### src/rtl/pas_pkg.sv
package pas_pkg;

  localparam int unsigned CW     = 32;
  localparam int unsigned REG_AW = 3;

  localparam logic [REG_AW-1:0] RA_CTRL = 3'd0;
  localparam logic [REG_AW-1:0] RA_OFF  = 3'd1;
  localparam logic [REG_AW-1:0] RA_TRIG = 3'd2;
  localparam logic [REG_AW-1:0] RA_DLY  = 3'd3;
  localparam logic [REG_AW-1:0] RA_WID  = 3'd4;
  localparam logic [REG_AW-1:0] RA_OK   = 3'd5;
  localparam logic [REG_AW-1:0] RA_TMO  = 3'd6;
  localparam logic [REG_AW-1:0] RA_STAT = 3'd7;

  typedef enum logic [2:0] {
    ST_IDLE, ST_OFF, ST_BOOT, ST_ARM, ST_DELAY, ST_PULSE, ST_WATCH, ST_DONE
  } seq_state_t;

  // Zero in a count register behaves as one.
  function automatic logic [CW-1:0] at_least_one(input logic [CW-1:0] v);
    return (v == '0) ? CW'(1) : v;
  endfunction

  // True on the last cycle of a window of `limit` cycles started at t=0.
  function automatic logic timer_done(input logic [CW-1:0] t, input logic [CW-1:0] limit);
    return (t + CW'(1)) >= at_least_one(limit);
  endfunction

endpackage

### src/rtl/pas_spi_monitor.sv
module pas_spi_monitor #(
  parameter int unsigned ADDR_W  = 24,
  parameter logic [7:0]  READ_OP = 8'h03
) (
  input  logic              clk,
  input  logic              rst_n,
  input  logic              cs_n,
  input  logic              sck,
  input  logic              io,
  output logic              rd_evt,
  output logic [ADDR_W-1:0] rd_addr,
  output logic              cs_q
);
  localparam int unsigned WORD_W = 8 + ADDR_W;
  localparam int unsigned CNT_W  = $clog2(WORD_W + 1);

  logic              sck_q, sck_p, io_q;
  logic [CNT_W-1:0]  nbits;
  logic [WORD_W-1:0] shreg;
  logic [WORD_W-1:0] next_word;
  logic              sck_rise;

  assign sck_rise  = sck_q && !sck_p;
  assign next_word = {shreg[WORD_W-2:0], io_q};

  always_ff @(posedge clk) begin
    if (!rst_n) begin
      cs_q    <= 1'b1;
      sck_q   <= 1'b0;
      sck_p   <= 1'b0;
      io_q    <= 1'b0;
      nbits   <= '0;
      shreg   <= '0;
      rd_evt  <= 1'b0;
      rd_addr <= '0;
    end else begin
      cs_q   <= cs_n;
      sck_q  <= sck;
      sck_p  <= sck_q;
      io_q   <= io;
      rd_evt <= 1'b0;
      if (cs_q) begin
        nbits <= '0;
      end else if (sck_rise && (nbits < CNT_W'(WORD_W))) begin
        shreg <= next_word;
        nbits <= nbits + CNT_W'(1);
        if ((nbits == CNT_W'(WORD_W - 1)) && (next_word[WORD_W-1 -: 8] == READ_OP)) begin
          rd_evt  <= 1'b1;
          rd_addr <= next_word[ADDR_W-1:0];
        end
      end
    end
  end
endmodule

### src/rtl/pas_cfg_regs.sv
module pas_cfg_regs import pas_pkg::*; #(
  parameter int unsigned ADDR_W = 24,
  parameter int unsigned ATT_W  = 15
) (
  input  logic              clk,
  input  logic              rst_n,
  input  logic              we,
  input  logic [REG_AW-1:0] addr,
  input  logic [CW-1:0]     wdata,
  input  logic [ATT_W-1:0]  attempts,
  input  logic              success,
  output logic [CW-1:0]     rdata,
  output logic              en,
  output logic              clr,
  output logic              boot_lvl,
  output logic [CW-1:0]     off_time,
  output logic [CW-1:0]     trig_cnt,
  output logic [CW-1:0]     dly,
  output logic [CW-1:0]     wid,
  output logic [ADDR_W-1:0] ok_addr,
  output logic [CW-1:0]     tmo
);
  always_ff @(posedge clk) begin
    if (!rst_n) begin
      en       <= 1'b0;
      clr      <= 1'b0;
      boot_lvl <= 1'b0;
      off_time <= CW'(16);
      trig_cnt <= CW'(1);
      dly      <= '0;
      wid      <= CW'(1);
      ok_addr  <= '0;
      tmo      <= CW'(4096);
    end else begin
      clr <= we && (addr == RA_CTRL) && wdata[1];
      if (we) begin
        case (addr)
          RA_CTRL: begin en <= wdata[0]; boot_lvl <= wdata[2]; end
          RA_OFF:  off_time <= wdata;
          RA_TRIG: trig_cnt <= wdata;
          RA_DLY:  dly      <= wdata;
          RA_WID:  wid      <= wdata;
          RA_OK:   ok_addr  <= wdata[ADDR_W-1:0];
          RA_TMO:  tmo      <= wdata;
          default: ;
        endcase
      end
    end
  end

  always_comb begin
    case (addr)
      RA_CTRL: rdata = CW'({boot_lvl, 1'b0, en});
      RA_OFF:  rdata = off_time;
      RA_TRIG: rdata = trig_cnt;
      RA_DLY:  rdata = dly;
      RA_WID:  rdata = wid;
      RA_OK:   rdata = CW'(ok_addr);
      RA_TMO:  rdata = tmo;
      default: rdata = CW'({attempts, success});
    endcase
  end
endmodule

### src/rtl/pas_attempt_fsm.sv
module pas_attempt_fsm import pas_pkg::*; #(
  parameter int unsigned ADDR_W = 24,
  parameter int unsigned ATT_W  = 15
) (
  input  logic              clk,
  input  logic              rst_n,
  input  logic              en,
  input  logic              clr,
  input  logic [CW-1:0]     off_time,
  input  logic [CW-1:0]     trig_cnt,
  input  logic [CW-1:0]     dly,
  input  logic [CW-1:0]     wid,
  input  logic [ADDR_W-1:0] ok_addr,
  input  logic [CW-1:0]     tmo,
  input  logic              rd_evt,
  input  logic [ADDR_W-1:0] rd_addr,
  input  logic              cs_idle,
  output logic              pwr_on,
  output logic              sel,
  output logic              pulse,
  output logic [ATT_W-1:0]  attempts,
  output logic              success
);
  seq_state_t    st;
  logic [CW-1:0] tmr;
  logic [CW-1:0] nreads;
  logic          wd_expired;

  assign wd_expired = timer_done(tmr, tmo);
  assign pwr_on = (st == ST_BOOT) || (st == ST_ARM) || (st == ST_DELAY) ||
                  (st == ST_PULSE) || (st == ST_WATCH) || (st == ST_DONE);
  assign pulse  = (st == ST_PULSE);

  always_ff @(posedge clk) begin
    if (!rst_n) begin
      st       <= ST_IDLE;
      tmr      <= '0;
      nreads   <= '0;
      sel      <= 1'b0;
      attempts <= '0;
      success  <= 1'b0;
    end else begin
      if (clr) begin
        attempts <= '0;
        success  <= 1'b0;
      end
      tmr <= tmr + CW'(1);
      case (st)
        ST_IDLE: begin
          if (cs_idle) sel <= 1'b0;
          if (en) begin st <= ST_OFF; tmr <= '0; end
        end
        ST_OFF: begin
          if (cs_idle) sel <= 1'b0;
          if (timer_done(tmr, off_time) && !sel) begin
            st       <= ST_BOOT;
            tmr      <= '0;
            nreads   <= '0;
            attempts <= attempts + ATT_W'(1);
          end
        end
        ST_BOOT: begin
          if (rd_evt) begin
            nreads <= nreads + CW'(1);
            if ((nreads + CW'(1)) >= at_least_one(trig_cnt)) begin
              st <= ST_ARM; tmr <= '0;
            end
          end else if (wd_expired) begin
            st <= ST_OFF; tmr <= '0;
          end
        end
        ST_ARM: begin
          if (cs_idle) begin
            sel <= 1'b1; st <= ST_DELAY; tmr <= '0;
          end else if (wd_expired) begin
            st <= ST_OFF; tmr <= '0;
          end
        end
        ST_DELAY: begin
          if (tmr >= dly) begin st <= ST_PULSE; tmr <= '0; end
        end
        ST_PULSE: begin
          if (timer_done(tmr, wid)) begin st <= ST_WATCH; tmr <= '0; end
        end
        ST_WATCH: begin
          if (rd_evt) begin
            if (rd_addr == ok_addr) begin
              st <= ST_DONE; success <= 1'b1;
            end else begin
              st <= ST_OFF; tmr <= '0;
            end
          end else if (wd_expired) begin
            st <= ST_OFF; tmr <= '0;
          end
        end
        default: ;
      endcase
      if (!en) st <= ST_IDLE;
    end
  end
endmodule

### src/rtl/pulse_attempt_seq.sv
module pulse_attempt_seq import pas_pkg::*; #(
  parameter int unsigned ADDR_W  = 24,
  parameter logic [7:0]  READ_OP = 8'h03,
  parameter int unsigned ATT_W   = 15
) (
  input  logic              clk,
  input  logic              rst_n,
  input  logic              cfg_we,
  input  logic [REG_AW-1:0] cfg_addr,
  input  logic [CW-1:0]     cfg_wdata,
  output logic [CW-1:0]     cfg_rdata,
  input  logic              tgt_cs_n,
  input  logic              tgt_sck,
  input  logic              tgt_io0,
  output logic [1:0]        flash_cs_n,
  output logic              tgt_pwr_en,
  output logic              tgt_run,
  output logic              tgt_boot_sel,
  output logic              pulse_out
);
  logic              en, clr, boot_lvl;
  logic [CW-1:0]     off_time, trig_cnt, dly, wid, tmo;
  logic [ADDR_W-1:0] ok_addr;
  logic [ATT_W-1:0]  attempts;
  logic              success;
  logic              rd_evt;
  logic [ADDR_W-1:0] rd_addr;
  logic              cs_q;
  logic              cs_idle;
  logic              flash_sel;
  logic              pwr_on;

  pas_cfg_regs #(.ADDR_W(ADDR_W), .ATT_W(ATT_W)) u_regs (
    .clk(clk), .rst_n(rst_n), .we(cfg_we), .addr(cfg_addr), .wdata(cfg_wdata),
    .attempts(attempts), .success(success), .rdata(cfg_rdata),
    .en(en), .clr(clr), .boot_lvl(boot_lvl), .off_time(off_time),
    .trig_cnt(trig_cnt), .dly(dly), .wid(wid), .ok_addr(ok_addr), .tmo(tmo)
  );

  pas_spi_monitor #(.ADDR_W(ADDR_W), .READ_OP(READ_OP)) u_mon (
    .clk(clk), .rst_n(rst_n), .cs_n(tgt_cs_n), .sck(tgt_sck), .io(tgt_io0),
    .rd_evt(rd_evt), .rd_addr(rd_addr), .cs_q(cs_q)
  );

  // Switching is allowed only when both the sampled and the live chip-select are idle.
  assign cs_idle = cs_q && tgt_cs_n;

  pas_attempt_fsm #(.ADDR_W(ADDR_W), .ATT_W(ATT_W)) u_fsm (
    .clk(clk), .rst_n(rst_n), .en(en), .clr(clr), .off_time(off_time),
    .trig_cnt(trig_cnt), .dly(dly), .wid(wid), .ok_addr(ok_addr), .tmo(tmo),
    .rd_evt(rd_evt), .rd_addr(rd_addr), .cs_idle(cs_idle),
    .pwr_on(pwr_on), .sel(flash_sel), .pulse(pulse_out),
    .attempts(attempts), .success(success)
  );

  generate
    for (genvar g = 0; g < 2; g++) begin : g_route
      assign flash_cs_n[g] = (flash_sel == g[0]) ? tgt_cs_n : 1'b1;
    end
  endgenerate

  assign tgt_pwr_en   = pwr_on;
  assign tgt_run      = pwr_on;
  assign tgt_boot_sel = pwr_on && boot_lvl;
endmodule

### config.mk
export PLATFORM = sky130hd
export DESIGN_NAME = pulse_attempt_seq
export DESIGN_NICKNAME = d
export VERILOG_FILES = /design/src/rtl/pas_pkg.sv /design/src/rtl/pas_spi_monitor.sv /design/src/rtl/pas_cfg_regs.sv /design/src/rtl/pas_attempt_fsm.sv /design/src/rtl/pulse_attempt_seq.sv
export SDC_FILE = /design/constraint.sdc
export NUM_CORES = 1
export LEC_CHECK = 0
export BUFFER_PORTS_ARGS = -buffer_cell sky130_fd_sc_hd__buf_2
export CAP_MARGIN = 20
export CORE_MARGIN = 10
export CORE_UTILIZATION = 25
export CTS_CLUSTER_SIZE = 14
export DETAILED_ROUTE_END_ITERATION = 12
export PLACE_DENSITY = 0.39
export SYNTH_ARGS = -nofsm -noshare
export SYNTH_HDL_FRONTEND = slang
export SYNTH_SLANG_ARGS = --single-unit
### constraint.sdc
create_clock -name clk -period 4.1 [get_ports clk]
set_clock_uncertainty 0.1 [all_clocks]
set_input_delay 0.205 -clock clk [delete_from_list [all_inputs] [get_ports clk]]
set_output_delay 0.205 -clock clk [all_outputs]
set_load 0.1 [all_outputs]
Yosys cells after proc, flatten, opt, wreduce, memory -nomap -nowiden
Cells that the tools add are included.

Bits in registers: 337. Output and inout port bits: 38.

$add $sub $neg: 4. Order comparisons: 6. Equality and inequality tests: 23. Mux-type cells: 42. Bitwise operators: 3. Reduce and logical (&&, ||, !) cells: 40.

Operator list (number): 32-bit 2-to-1 mux (16); 32-bit one-hot mux with 7 select lines (2); 32-bit >= comparator (5); 32-bit zero test (4); 32-bit by 1-bit adder with 32-bit output, second input constant (2); 32-bit one-hot mux with 2 select lines (1); 15-bit 2-to-1 mux (3); 3-bit 2-to-1 mux (9); 24-bit equality test (1); 3-bit equality test, second input constant (7); 3-bit one-hot mux with 7 select lines (1); 2-bit AND reduction (9); 15-bit by 1-bit adder with 15-bit output, second input constant (1); 3-bit by 2-bit equality test with 1-bit output, second input constant (4); 1-bit 2-to-1 mux (9); 3-bit AND reduction (3); 8-bit by 2-bit equality test with 1-bit output, second input constant (1); 1-bit logical AND (8); 7-bit nonzero test (1); 6-bit by 1-bit adder with 6-bit output, second input constant (1); 3-bit by 1-bit equality test with 1-bit output, second input constant (2); 6-bit by 5-bit equality test with 1-bit output, second input constant (1); 3-bit zero test (2); 6-bit < comparator, second input constant (1); other kinds (11) (24).

Depth between registers and ports, before layout
Depth in word-level cells: 7. Mapped depth: 19. Depth with buffers taken out: 17.

By module
From an unflattened synthesis, not the netlist that was laid out.

Cells, all modules: 2525. Area, all modules: 20651.1 µm².

Modules (own cells, without submodules): pas_attempt_fsm (times used 1, cells each 1200, area each 9218.8 µm²); pas_cfg_regs (times used 1, cells each 1041, area each 8887.3 µm²); pas_spi_monitor (times used 1, cells each 279, area each 2511.2 µm²); pulse_attempt_seq (times used 1, cells each 5, area each 33.8 µm²).

Worst setup path after synthesis
No wires, ideal clock.

Path type: input to output. Start point: input cfg_addr[0]. End point: output cfg_rdata[10]. Arrival: 3600 ps. Data required time: 3795 ps. Setup slack: 195 ps. Stages: 7. Buffers on the path: 3. Cells stage by stage: clkbuf_1 -> clkbuf_1 -> clkbuf_1 -> nor2_1 -> a21oi_1 -> o22ai_1 -> a211oi_1.

Longest elaborated chain between the ends: 2. Elaborated cells between the ends (all ways): 8. Classes of those cells: eq/ne (6); mux (1); reduce/logical (1).

Ends and longest elaborated chain: start: declaration (RTL line pulse_attempt_seq.sv:9) `input logic [REG_AW-1:0] cfg_addr,`; 3-bit equality test, or another cell as far along (RTL line pas_cfg_regs.sv:52) `case (addr)`; 32-bit one-hot mux with 7 select lines (*) (RTL line pas_cfg_regs.sv:52); end: declaration (RTL line pulse_attempt_seq.sv:11) `output logic [CW-1:0] cfg_rdata,`.

Every way passes the cells marked *; elsewhere a longest branch is shown, timed or not.

Final worst setup path
Start point: register u_fsm.tmr[0]. End point: register u_fsm.tmr[23].

Longest elaborated chain between the ends: 5. Elaborated cells between the ends (all ways): 17. Classes of those cells: add/sub (1); order compare (4); mux (11); reduce/logical (1).

Ends and longest elaborated chain: start: declaration (RTL line pas_attempt_fsm.sv:25) `logic [CW-1:0] tmr;`; start signal: assignment (RTL line pas_attempt_fsm.sv:47) `tmr <= tmr + CW'(1);`; 32-bit by 1-bit adder with 32-bit output (RTL line pas_pkg.sv:26, pas_attempt_fsm.sv:47); 32-bit >= comparator (RTL line pas_pkg.sv:26) `return (t + CW'(1)) >= at_least_one(limit);`; 32-bit 2-to-1 mux / 1-bit logical AND (equally long branches); 32-bit 2-to-1 mux, on equally long branches; 32-bit one-hot mux with 7 select lines (*) (RTL line pas_attempt_fsm.sv:48) `case (st)`.

Marks and branches as above. A chain may end at the register's enable or synchronous reset.

==> results.txt <==
----------------------------------------------------
[Outcome]
  Outcome ... finished with violations
  Violated checks ... setup timing

[Job]
  Number of maximum-capacitance violations ... 0

[Critical path]
  Critical Path Fanout Max ... 6
  Cell chain of the critical path ... ha_4 -> and3_4 -> nand4_1 -> nor2_2 -> nand4_1 -> inv_1 -> nand2_1 -> xnor2_2 -> buf_4 -> ha_1 -> o21ai_1 -> nor2_1 -> or4_1 -> a2111o_1 -> a31o_2 -> nand2b_4 -> o31ai_4 -> buf_12 -> clkbuf_16 -> nor2b_1
  Worst path max stage delay ... 0.47 ns
  Critical path type ... reg -> reg
  Data arrival time of the critical path ... 4.66 ns
  Master of the slowest instance on the critical path ... or4_1
  Worst Setup End Kind ... flop
  Data required time of the worst path ... 4.53 ns
  Cell mode on critical path ... nand4_1
  Sort of element at the start of the critical path ... flop

[Layout]
  Count of fill cells added during filler insertion ... 8069
  Area growth, synth to finish ... 26.67%
  Share of post-route cells with drive strength above 1 ... 16.31%
  Commonest non-fill, non-tap cells in the layout ... 554 x nand2_1, 331 x dfxtp_1, 299 x a21oi_1
  Core occupancy in the finished layout ... 31.88%
  Final net count ... 2909
  Area taken by flip-flops and latches ... 6756 µm²
  Area used by multi-input combinational logic ... 11730 µm²
  Fin cells ... 3714
  Most frequent standard cell in the layout excluding fill and tap cells ... nand2_1

[Logic synthesis]
  Combined area of all synthesized cells ... 19050 µm²
  Async set-or-reset flop fraction in the synthesized netlist ... 0%
  Synthesized instance count ... 2488
  Synthesis-stage register bit count ... 337
  Net count of the mapped netlist ... 2693
  Count of flip-flops with a built-in enable after synthesis ... 0
  Library cells used by synthesis ... 69
  Avg Synthesized Cell Area ... 7.658 µm²
  Most common flop cell mapped by yosys ... dfxtp_1
  Sequential area share after synthesis ... 35.41%
  Ys Warns ... 0

[Clock network]
  Clock tree from TritonCTS ... done
  Num CTS Buffers ... 42
  Clock transition at the registers of the reported paths ... 0.06 ns
  Sink Count ... 337
  Root cell of the clock tree ... clkbuf_16
  Maximum level of the CTS H-tree ... 2
  Worst-Skew Late Latency ... 0.59 ns
  Maximum clock path buffer count ... 3

[Power and ir drop]
  Overall power consumption ... 8044 µW
  Leakage dissipation ... 0.009329 µW
  Power density over the cells ... 333.3 nW/µm²
  Worst vdd ir ... 0.0002471 V

[GRT]
  Vias in the first global route ... 18348
  Wire length of the first global-routing pass ... 119100 µm
  Remaining Overflow, GRT ... 0
  Largest net degree at the start of global routing ... 170
  Number of antenna violations at the first check in global routing ... 1
  Aggregate global-route resource usage ... 17.97%

[Routing]
  Number of detailed-route iterations in the first pass ... 5
  Total DRC errors in the routed layout ... 0
  Routed length per instance ... 21.63 µm
  Vias per cell ... 5.022
  Post-route ant nets ... 0
  Violation count after the first detailed-routing iteration ... 1379
  Via count ... 18653
  Total detailed-routing wirelength ... 80340 µm

[Timing]
  Transition time of the tightest slew-check pin ... 1.246 ns
  Final hold violations ... 0
  RSZ-0062 raised after global routing ... true
  Crit share post-route ... 103.2%
  Worst-case setup margin in the final layout ... -0.1317 ns
  Final-layout setup total negative slack ... -3.739 ns
  Final setup violation count ... 35
  Worst max-slew margin expressed relative to the limit ... 16.95%
  Minimum period implied by the final worst setup slack ... 4.232 ns
  Max-slew violation count ... 0
  Highest clock frequency the design can meet ... 236.3 MHz

[Place]
  Pre-CTS setup slack ... -0.3979 ns
  Global placer's final weighted congestion ... 0.9054
  Post-DP HPWL ... 60580 µm
  DP Cell Count ... 3579
  Number of port buffers ... 78

[Die]
  Die Footprint ... 87650 µm²
  Floorplan die width ... 296.1 µm
  Initial cell density of the core ... 25.17%
  Number of ports placed on the die boundary ... 79
  Core Area ... 75700 µm²
  Die outline height ... 296.1 µm
  Std-Cell Rows ... 101

[Min path]
  Kind of path behind the tightest hold check ... in -> reg

----------------------------------------------------
==> report_power, final <==
group	internal (µW)	total, µW	switching [µW]
registers	3320	3380	63.5
logic	259	883	624
clock network	2210	3780	1560
total	5790	8040	2250
==> stage by stage <==
step | hold slack, ns | area, µm²
after floorplan | 0.2065 | 19050
after global placement | 0.3169 | 21490
after detailed placement | 0.3152 | 21510
after CTS | 0.1068 | 23620
after global routing | 0.1607 | 24130
final | 0.06754 | 24130
==> kinds of logic (layout without fill, tap and decap cells) <==
| group | count (synthesis) | in the layout | synth area share [%] |
|---|---|---|---|
| DFF | 337 | 337 | 35.41 |
| muxes | 50 | 50 | 2.627 |
| buffers and inverters | 297 | 544 | 6.015 |
| and+or+nand+nor | 985 | 985 | 23.40 |
| xor gates and xnor gates | 93 | 93 | 4.275 |
| AOI/OAI and AO/OA | 562 | 562 | 17.51 |
| other | 0 | 1 | 0 |
| adders and majority gates | 164 | 164 | 10.77 |
==> worst max-delay path: cells and delay by family (launching register included) <==
family	cells	cell delay [ns]
XOR/XNOR	1	0.16
AO/OA/AOI/OAI	4	0.80
buffers and inverters	4	0.66
AND/OR/NAND/NOR	9	1.61
flip-flops	1	0.37
adder cells (fa/ha/maj)	2	0.44
==> sequential cells by signal (all words and copies together), names as in the netlist, 3 cells and up <==
register and flops:
u_fsm.nreads 32, u_fsm.tmr 32, u_regs.dly 32, u_regs.off_time 32, u_regs.tmo 32, u_regs.trig_cnt 32
u_regs.wid 32, u_mon.shreg 31, u_mon.rd_addr 24, u_regs.ok_addr 24, u_fsm.attempts 15, u_mon.nbits 6
u_fsm.st 3
==> path summary, 6_finish.rpt <==
| kind | from | endpoint | slack (ns) | depth (start not counted) |
|---|---|---|---|---|
| worst min register to register | u_regs.dly[10] | u_regs.dly[10] | 0.36 | 2 |
| worst max register to register | u_fsm.tmr[0] | u_fsm.tmr[23] | -0.13 | 20 |
| worst max-delay path | u_fsm.tmr[0] | u_fsm.tmr[23] | -0.13 | 20 |
| worst min-delay path | rst_n | u_fsm.nreads[22] | 0.07 | 3 |
==> cells in the mapped netlist (3+ instances only) <==
| library cell | count | area (µm²) |
|---|---|---|
| a221o_1 | 7 | 70.07 |
| a21o_1 | 14 | 105.1 |
| and4_1 | 14 | 122.6 |
| a221oi_1 | 18 | 157.7 |
| nor4_1 | 37 | 231.5 |
| nor2_1 | 126 | 473.0 |
| xor2_1 | 36 | 315.3 |
| a32o_1 | 6 | 60.06 |
| o31ai_1 | 3 | 22.52 |
| dfxtp_1 | 337 | 6746 |
| nor3_1 | 18 | 90.09 |
| nand3_1 | 53 | 265.3 |
| o22ai_1 | 17 | 106.4 |
| nand3b_1 | 4 | 30.03 |
| a22oi_1 | 16 | 120.1 |
| and3_1 | 31 | 193.9 |
| or4_1 | 7 | 52.55 |
| o211ai_1 | 13 | 97.59 |
| a41o_1 | 3 | 30.03 |
| and2_1 | 12 | 75.07 |
| a31o_2 | 4 | 35.03 |
| mux2i_1 | 50 | 500.5 |
| buf_1 | 10 | 37.54 |
| nand2_1 | 560 | 2102 |
| or2_2 | 4 | 25.02 |
| o22a_1 | 4 | 35.03 |
| a31oi_1 | 16 | 100.1 |
| nand2b_1 | 20 | 125.1 |
| o21bai_1 | 5 | 37.54 |
| buf_2 | 10 | 50.05 |
| nand4_1 | 38 | 237.7 |
| o41ai_1 | 4 | 35.03 |
| inv_1 | 167 | 626.9 |
| ha_1 | 164 | 2052 |
| nor2b_1 | 47 | 294.0 |
| o21ai_0 | 76 | 380.4 |
| clkbuf_1 | 106 | 397.9 |
| a21oi_1 | 311 | 1556 |
| o21a_1 | 3 | 22.52 |
| a2111oi_0 | 3 | 26.28 |
| o221ai_1 | 6 | 52.55 |
| xnor2_1 | 57 | 499.2 |
| a211oi_1 | 19 | 142.6 |
==> timing repair <==
item / in CTS / in global routing
gates resized for setup: 50 / 89
endpoints found under the setup margin: 81 / 81
buffers inserted: 13 / 8
hold buffers: 35 / 0
hold endpoints to repair: 191 / 0
pin swaps: 24 / 48
gates cloned: 2 / 2
==> area by class of cell <==
type	count	area share, %
Antenna cell	1	0.01037
Clock buffer	65	4.961
Clock inverter	10	0.6895
Inverter	168	2.644
Multi-Input combinational cell	1854	48.60
Sequential cell	337	28.00
Tap cell	978	5.070
Timing Repair Buffer	301	10.03
==> per-layer routing <==
metal	GRT usage (%)	share of wire, %
met1	24.77	47
met2	29.13	46
met3	2.851	5.6
met4	3.942	1.6
met5	0	0
(Power assumes the default switching activity.)
